### src/rtl/nap_pkg.sv
package nap_pkg;

  typedef enum logic [2:0] {
    NS_ACTIVE  = 3'd0,
    NS_ENTER   = 3'd1,
    NS_SLEEP_L = 3'd2,
    NS_SLEEP_D = 3'd3,
    NS_WAKING  = 3'd4,
    NS_PREFILL = 3'd5,
    NS_ALIGN   = 3'd6
  } nap_state_t;

  // cycles of wake wait minus one, to be loaded into the down counter
  function automatic int wake_load(input logic deep, input int light_lat, input int deep_lat);
    return deep ? (deep_lat - 1) : (light_lat - 1);
  endfunction

  function automatic int max3(input int a, input int b, input int c);
    int m;
    m = (a > b) ? a : b;
    return (m > c) ? m : c;
  endfunction

endpackage

### src/rtl/nap_event_merge.sv
module nap_event_merge (
  input  logic data_arrive_i,
  input  logic ctrl_arrive_i,
  input  logic xfer_done_i,
  output logic wake_any_o
);
  // every source is an equal wake event
  assign wake_any_o = data_arrive_i | ctrl_arrive_i | xfer_done_i;
endmodule

### src/rtl/nap_timer.sv
module nap_timer #(
  parameter int CNT_W = 4
) (
  input  logic             clk,
  input  logic             rst_n,
  input  logic             load_i,
  input  logic [CNT_W-1:0] load_val_i,
  output logic             done_o
);
  logic [CNT_W-1:0] cnt_q;

  always_ff @(posedge clk or negedge rst_n) begin
    if (!rst_n)              cnt_q <= '0;
    else if (load_i)         cnt_q <= load_val_i;
    else if (cnt_q != '0)    cnt_q <= cnt_q - 1'b1;
  end

  assign done_o = (cnt_q == '0);
endmodule

### src/rtl/nap_fsm.sv
module nap_fsm
  import nap_pkg::*;
#(
  parameter int CNT_W       = 4,
  parameter int LIGHT_WAKE  = 2,
  parameter int DEEP_WAKE   = 8,
  parameter int PREFILL_CYC = 4
) (
  input  logic             clk,
  input  logic             rst_n,
  input  logic             wake_any_i,
  input  logic             idle_req_i,
  input  logic             deep_sel_i,
  input  logic             slot_hit_i,
  input  logic             timer_done_i,
  output logic             timer_load_o,
  output logic [CNT_W-1:0] timer_val_o,
  output nap_state_t       state_o
);
  nap_state_t st_q, st_d;
  logic       depth_q;

  always_comb begin
    st_d         = st_q;
    timer_load_o = 1'b0;
    timer_val_o  = '0;
    unique case (st_q)
      NS_ACTIVE:  if (idle_req_i && !wake_any_i) st_d = NS_ENTER;
      NS_ENTER: begin
        if (wake_any_i) begin
          st_d         = NS_WAKING;
          timer_load_o = 1'b1;
          timer_val_o  = CNT_W'(wake_load(1'b0, LIGHT_WAKE, DEEP_WAKE));
        end else begin
          st_d = depth_q ? NS_SLEEP_D : NS_SLEEP_L;
        end
      end
      NS_SLEEP_L, NS_SLEEP_D: begin
        if (wake_any_i) begin
          st_d         = NS_WAKING;
          timer_load_o = 1'b1;
          timer_val_o  = CNT_W'(wake_load(st_q == NS_SLEEP_D, LIGHT_WAKE, DEEP_WAKE));
        end
      end
      NS_WAKING: begin
        if (timer_done_i) begin
          st_d         = NS_PREFILL;
          timer_load_o = 1'b1;
          timer_val_o  = CNT_W'(PREFILL_CYC - 1);
        end
      end
      NS_PREFILL: if (timer_done_i) st_d = NS_ALIGN;
      NS_ALIGN:   if (slot_hit_i)   st_d = NS_ACTIVE;
      default:    st_d = NS_ACTIVE;
    endcase
  end

  always_ff @(posedge clk or negedge rst_n) begin
    if (!rst_n) begin
      st_q    <= NS_ACTIVE;
      depth_q <= 1'b0;
    end else begin
      st_q <= st_d;
      if (st_q == NS_ACTIVE && idle_req_i) depth_q <= deep_sel_i;
    end
  end

  assign state_o = st_q;

  // a sleep state with no wake event stays unchanged
  assert_sleep_hold_R11: assert property (@(posedge clk) disable iff (!rst_n)
    ((st_q == NS_SLEEP_L || st_q == NS_SLEEP_D) && !wake_any_i) |=> $stable(st_q));
endmodule

### src/rtl/cluster_nap_ctrl.sv
module cluster_nap_ctrl
  import nap_pkg::*;
#(
  parameter int SLOT_W      = 6,
  parameter int LIGHT_WAKE  = 2,
  parameter int DEEP_WAKE   = 8,
  parameter int PREFILL_CYC = 4
) (
  input  logic              clk,
  input  logic              rst_n,
  input  logic              data_arrive_i,
  input  logic              ctrl_arrive_i,
  input  logic              xfer_done_i,
  input  logic              idle_req_i,
  input  logic              deep_sel_i,
  input  logic [SLOT_W-1:0] slot_i,
  input  logic [SLOT_W-1:0] resume_slot_i,
  output logic              pe_en_o,
  output logic              gate_req_o,
  output logic              gate_deep_o,
  output logic              prefill_en_o,
  output logic              ready_o,
  output logic              sw_en_o
);
  localparam int MAX_CNT = max3(LIGHT_WAKE, DEEP_WAKE, PREFILL_CYC);
  localparam int CNT_W   = $clog2(MAX_CNT + 1);

  logic             wake_any;
  logic             slot_hit;
  logic             timer_done;
  logic             timer_load;
  logic [CNT_W-1:0] timer_val;
  nap_state_t       state;

  nap_event_merge u_merge (
    .data_arrive_i (data_arrive_i),
    .ctrl_arrive_i (ctrl_arrive_i),
    .xfer_done_i   (xfer_done_i),
    .wake_any_o    (wake_any)
  );

  nap_timer #(.CNT_W(CNT_W)) u_timer (
    .clk        (clk),
    .rst_n      (rst_n),
    .load_i     (timer_load),
    .load_val_i (timer_val),
    .done_o     (timer_done)
  );

  assign slot_hit = (slot_i == resume_slot_i);

  nap_fsm #(
    .CNT_W       (CNT_W),
    .LIGHT_WAKE  (LIGHT_WAKE),
    .DEEP_WAKE   (DEEP_WAKE),
    .PREFILL_CYC (PREFILL_CYC)
  ) u_fsm (
    .clk          (clk),
    .rst_n        (rst_n),
    .wake_any_i   (wake_any),
    .idle_req_i   (idle_req_i),
    .deep_sel_i   (deep_sel_i),
    .slot_hit_i   (slot_hit),
    .timer_done_i (timer_done),
    .timer_load_o (timer_load),
    .timer_val_o  (timer_val),
    .state_o      (state)
  );

  assign ready_o      = (state == NS_ACTIVE);
  assign pe_en_o      = ready_o || (state == NS_ALIGN && slot_hit);
  assign gate_req_o   = (state == NS_SLEEP_L) || (state == NS_SLEEP_D);
  assign gate_deep_o  = (state == NS_SLEEP_D);
  assign prefill_en_o = (state == NS_PREFILL);
  assign sw_en_o      = 1'b1;

  assert_gate_excl_R2: assert property (@(posedge clk) disable iff (!rst_n)
    gate_req_o |-> (!pe_en_o && !prefill_en_o && !ready_o));

  assert_wake_exit_R4: assert property (@(posedge clk) disable iff (!rst_n)
    (gate_req_o && wake_any) |=> !gate_req_o);

  assert_coincident_R3: assert property (@(posedge clk) disable iff (!rst_n)
    (ready_o && idle_req_i && wake_any) |=> ready_o);

  assert_prefill_after_wait_R7: assert property (@(posedge clk) disable iff (!rst_n)
    $rose(prefill_en_o) |-> $past(timer_done));

  assert_align_slot_R8: assert property (@(posedge clk) disable iff (!rst_n)
    (pe_en_o && !ready_o) |-> (slot_i == resume_slot_i));

  assert_ready_entry_R8: assert property (@(posedge clk) disable iff (!rst_n)
    $rose(ready_o) |-> $past(pe_en_o));
endmodule

### config.mk
export PLATFORM = sky130hd
export DESIGN_NAME = cluster_nap_ctrl
export DESIGN_NICKNAME = d
export VERILOG_FILES = /design/src/rtl/nap_pkg.sv /design/src/rtl/nap_event_merge.sv /design/src/rtl/nap_timer.sv /design/src/rtl/nap_fsm.sv /design/src/rtl/cluster_nap_ctrl.sv
export SDC_FILE = /design/constraint.sdc
export NUM_CORES = 1
export LEC_CHECK = 0
export ABC_AREA = 1
export BUFFER_PORTS_ARGS = -buffer_cell sky130_fd_sc_hd__buf_2
export CAP_MARGIN = 20
export CORE_UTILIZATION = 40
export DETAILED_ROUTE_END_ITERATION = 12
export MAX_ROUTING_LAYER = met4
export PLACE_DENSITY = 0.66
export SLEW_MARGIN = 10
export SYNTH_ARGS = -nofsm -noshare
export SYNTH_HDL_FRONTEND = slang
export SYNTH_HIERARCHICAL = 1
export SYNTH_SLANG_ARGS = --single-unit
### constraint.sdc
create_clock -name clk -period 2.72 [get_ports clk]
set_input_delay 0.544 -clock clk [delete_from_list [all_inputs] [get_ports clk]]
set_output_delay 0.544 -clock clk [all_outputs]
set_load 0.03 [all_outputs]
==> metrics.txt <==
wire length of the first global-routing pass 2.45 mm; final-layout fill cell count 194; count of cells resized by post-cts repair 0; CP max-delay cell sky130_fd_sc_hd__dfrtp_1; aggregate negative setup slack 0 ns; fraction of the mapped netlist area in adder cells 1.67%; area grow syn2layout 19.9%; main combinational cell family by area after synthesis simple AND/OR/NAND/NOR gates; ratio of routed vias to standard cells 4.55; type of origin of the critical path register; post-route cell area 897 sq um; all-layer global routing usage 16.9%; required arrival time at the worst endpoint 2.18 ns; Register Area 200 sq um; Remaining Overflow, GRT 0; total number of nets in the final design 172; cell leakage power 0.541 nW; die height 45.3 microns; critical path class register to output pin; Setup Viol. Count Final 0; transition at the pin with the smallest max-transition slack 0.559 ns; cell chain of the critical path inv_1, nor3_2, nand4_1, nand2_1, buf_2; DP Wirelength 1.22 mm; part of the cycle the worst path needs 71.8%; number of remaining DRC errors 0; sinks on the clock net 8; utilization after layout 51.4%; post-layout min period 1.95 ns; global placement routability congestion 0.897; total routed wirelength 1.48 mm; Die X-Extent 45.3 microns; via total after detailed routing 797; synthesized-area fraction occupied by ao, oa, aoi and oai cells 10.0%; Hold Violations, Final 0; Antenna diodes 0; maximum buffer depth of the clock tree 2; number of search-and-repair iterations in the first detailed-routing pass 4; net count of the mapped netlist 147; critical path fanouts, max 10; most common library cell in the layout ignoring fill and taps sky130_fd_sc_hd__nand2_1; clock tree from TritonCTS built; number of maximum-capacitance violations 0; number of cells produced by synthesis 127; power density over the cells 1010 nW/um^2; non-filler cells in the finished layout 175; flip-flop and latch count after synthesis 8; clock transition at the registers of the reported paths 0.05 ns; pin count of the biggest net entering global routing 12; Worst Path Buf+Inv 2; Max Clock Freq 0.512 GHz; clock skew after layout 0.00749 ns; total of hold buffers inserted after clock tree synthesis 0; Placeable Area 1750 sq um; simple-gate area share of the yosys netlist 43.5%; sequential fraction of the synthesis area 26.8%; I/O Buffers 23; clock buffers created by TritonCTS 3; area of combinational cells with multiple inputs 438 sq um; number of max-slew violations in the final report 0; number of antenna violations at the first check in global routing 0; post-CTS repair timing setup buffer count 0; effective utilization at floorplan 42.9%; status finished, final reports clean; worst-case hold slack 0.122 ns; total die area 2050 sq um; minimum setup slack in the final design 0.768 ns; final antenna-violating net count 0; total instance count after detailed placement 172; Yosys warnings 6; arrival time worst endpoint 1.41 ns; hold crit path type input pin to async pin; post-detailed-route wirelength per cell 8.46 microns; Max IR drop VDD 541 uV; mapped cell area 748 sq um; remaining max-slew budget at the tightest pin 62.4%; number of distinct standard cells referenced by the synthesized netlist 23; largest stage delay on the critical path 0.54 ns; # rows 15; Initial DRC Count 19; average footprint of a synthesized cell 5.89 sq um; CP Capture Type output pin; leading cell types in the layout, fill and taps excluded 41 x sky130_fd_sc_hd__nand2_1, 23 x sky130_fd_sc_hd__buf_2, 22 x sky130_fd_sc_hd__inv_1, 13 x sky130_fd_sc_hd__nor2_1, 12 x sky130_fd_sc_hd__o21ai_0; via count of the first global-routing pass 631; total power after layout 0.904 mW; Boundary Pins 25; clock insertion delay at the later pin of the skew report 0.25 ns; number of levels in the clock H-tree 1; delay-heaviest family, CP flip-flops; post-synthesis xor/xnor area fraction 2.34%; buffer type at the clock tree root sky130_fd_sc_hd__clkbuf_4; setup repair after global routing missed its margin no; share of layout cells above drive strength 1 23.3%; multiplexer share of the synthesized area 0%; setup slack at placement 0.842 ns; Area after DPL 875 sq um
-- synth_stat cells, drive strengths merged --
cell | instances | area share [%]
nand2 | 42 | 21
inv | 24 | 12
nor2 | 15 | 8.9
o21ai | 12 | 8.0
dfrtp | 8 | 27
nand3 | 8 | 6.7
nor3 | 4 | 3.3
a21oi | 3 | 2.0
buf | 3 | 2.7
conb | 2 | 1.0
and3 | 1 | 0.84
ha | 1 | 1.7
nand3b | 1 | 1.5
nand4 | 1 | 0.84
xnor2 | 1 | 1.2
xor2 | 1 | 1.2
-- final cells by class --
class                           count  share of cell area, %
Inverter                           24                   10.0
Tap cell                           25                   3.49
Clock buffer                        3                   2.51
Timing Repair Buffer               23                   12.8
Sequential cell                     8                   22.3
Multi-Input combinational cell     92                   48.8
-- worst reg2reg max path, cell delays in order (launching register included) --
cell and delay [ns]:
sky130_fd_sc_hd__dfrtp_1 0.37, sky130_fd_sc_hd__inv_1 0.13, sky130_fd_sc_hd__ha_1 0.25, sky130_fd_sc_hd__nand2_1 0.09, sky130_fd_sc_hd__inv_1 0.07, sky130_fd_sc_hd__nand3_1 0.11
sky130_fd_sc_hd__o21ai_0 0.26, sky130_fd_sc_hd__inv_1 0.14, sky130_fd_sc_hd__nand2_1 0.11, sky130_fd_sc_hd__inv_1 0.04, sky130_fd_sc_hd__nand2_1 0.05, sky130_fd_sc_hd__nand2_1 0.04
-- per-layer routing --
layer / GRT usage, % / vias up / routed length, microns
li1: - / 431 / -
met1: 20.9 / 332 / 693
met2: 28.1 / 34 / 667
met3: 4.80 / 0 / 120
met4: 1.82 / 0 / 0
met5: - / - / 0
-- worst paths after layout --
path | startpoint | to | slack (ns) | depth (start not counted)
min reg2reg | u_fsm/depth_q | u_fsm/depth_q | 0.50 | 2
min in group clk | u_fsm/depth_q | u_fsm/depth_q | 0.50 | 2
min | rst_n | u_timer/cnt_q[1] | 0.12 | 1
max in group asynchronous | rst_n | u_fsm/state_o[2] | 2.42 | 1
max reg2reg | u_timer/cnt_q[0] | u_timer/cnt_q[3] | 0.96 | 11
max | u_fsm/state_o[2] | pe_en_o | 0.77 | 5
-- where the power goes --
part / total, mW / internal [mW] / switching (mW)
clock: 0.0889 / 0.0504 / 0.0385
sequential: 0.261 / 0.179 / 0.0826
combinational: 0.554 / 0.202 / 0.352
-- sequential cells by signal (all words and copies together), names as in the netlist --
signal and cells:
u_timer/cnt_q 4, u_fsm/state_o 3, u_fsm/depth_q 1
-- cell families (layout without fill, tap and decap cells) --
family,Yosys count,after routing
AND/OR/NAND/NOR,72,72
flip-flops,8,8
AO/OA/AOI/OAI,15,15
buffers and inverters,27,50
adder cells (fa/ha/maj),1,1
other,2,2
XOR/XNOR,2,2
No activity file was read; power rests on OpenSTA's default activity.
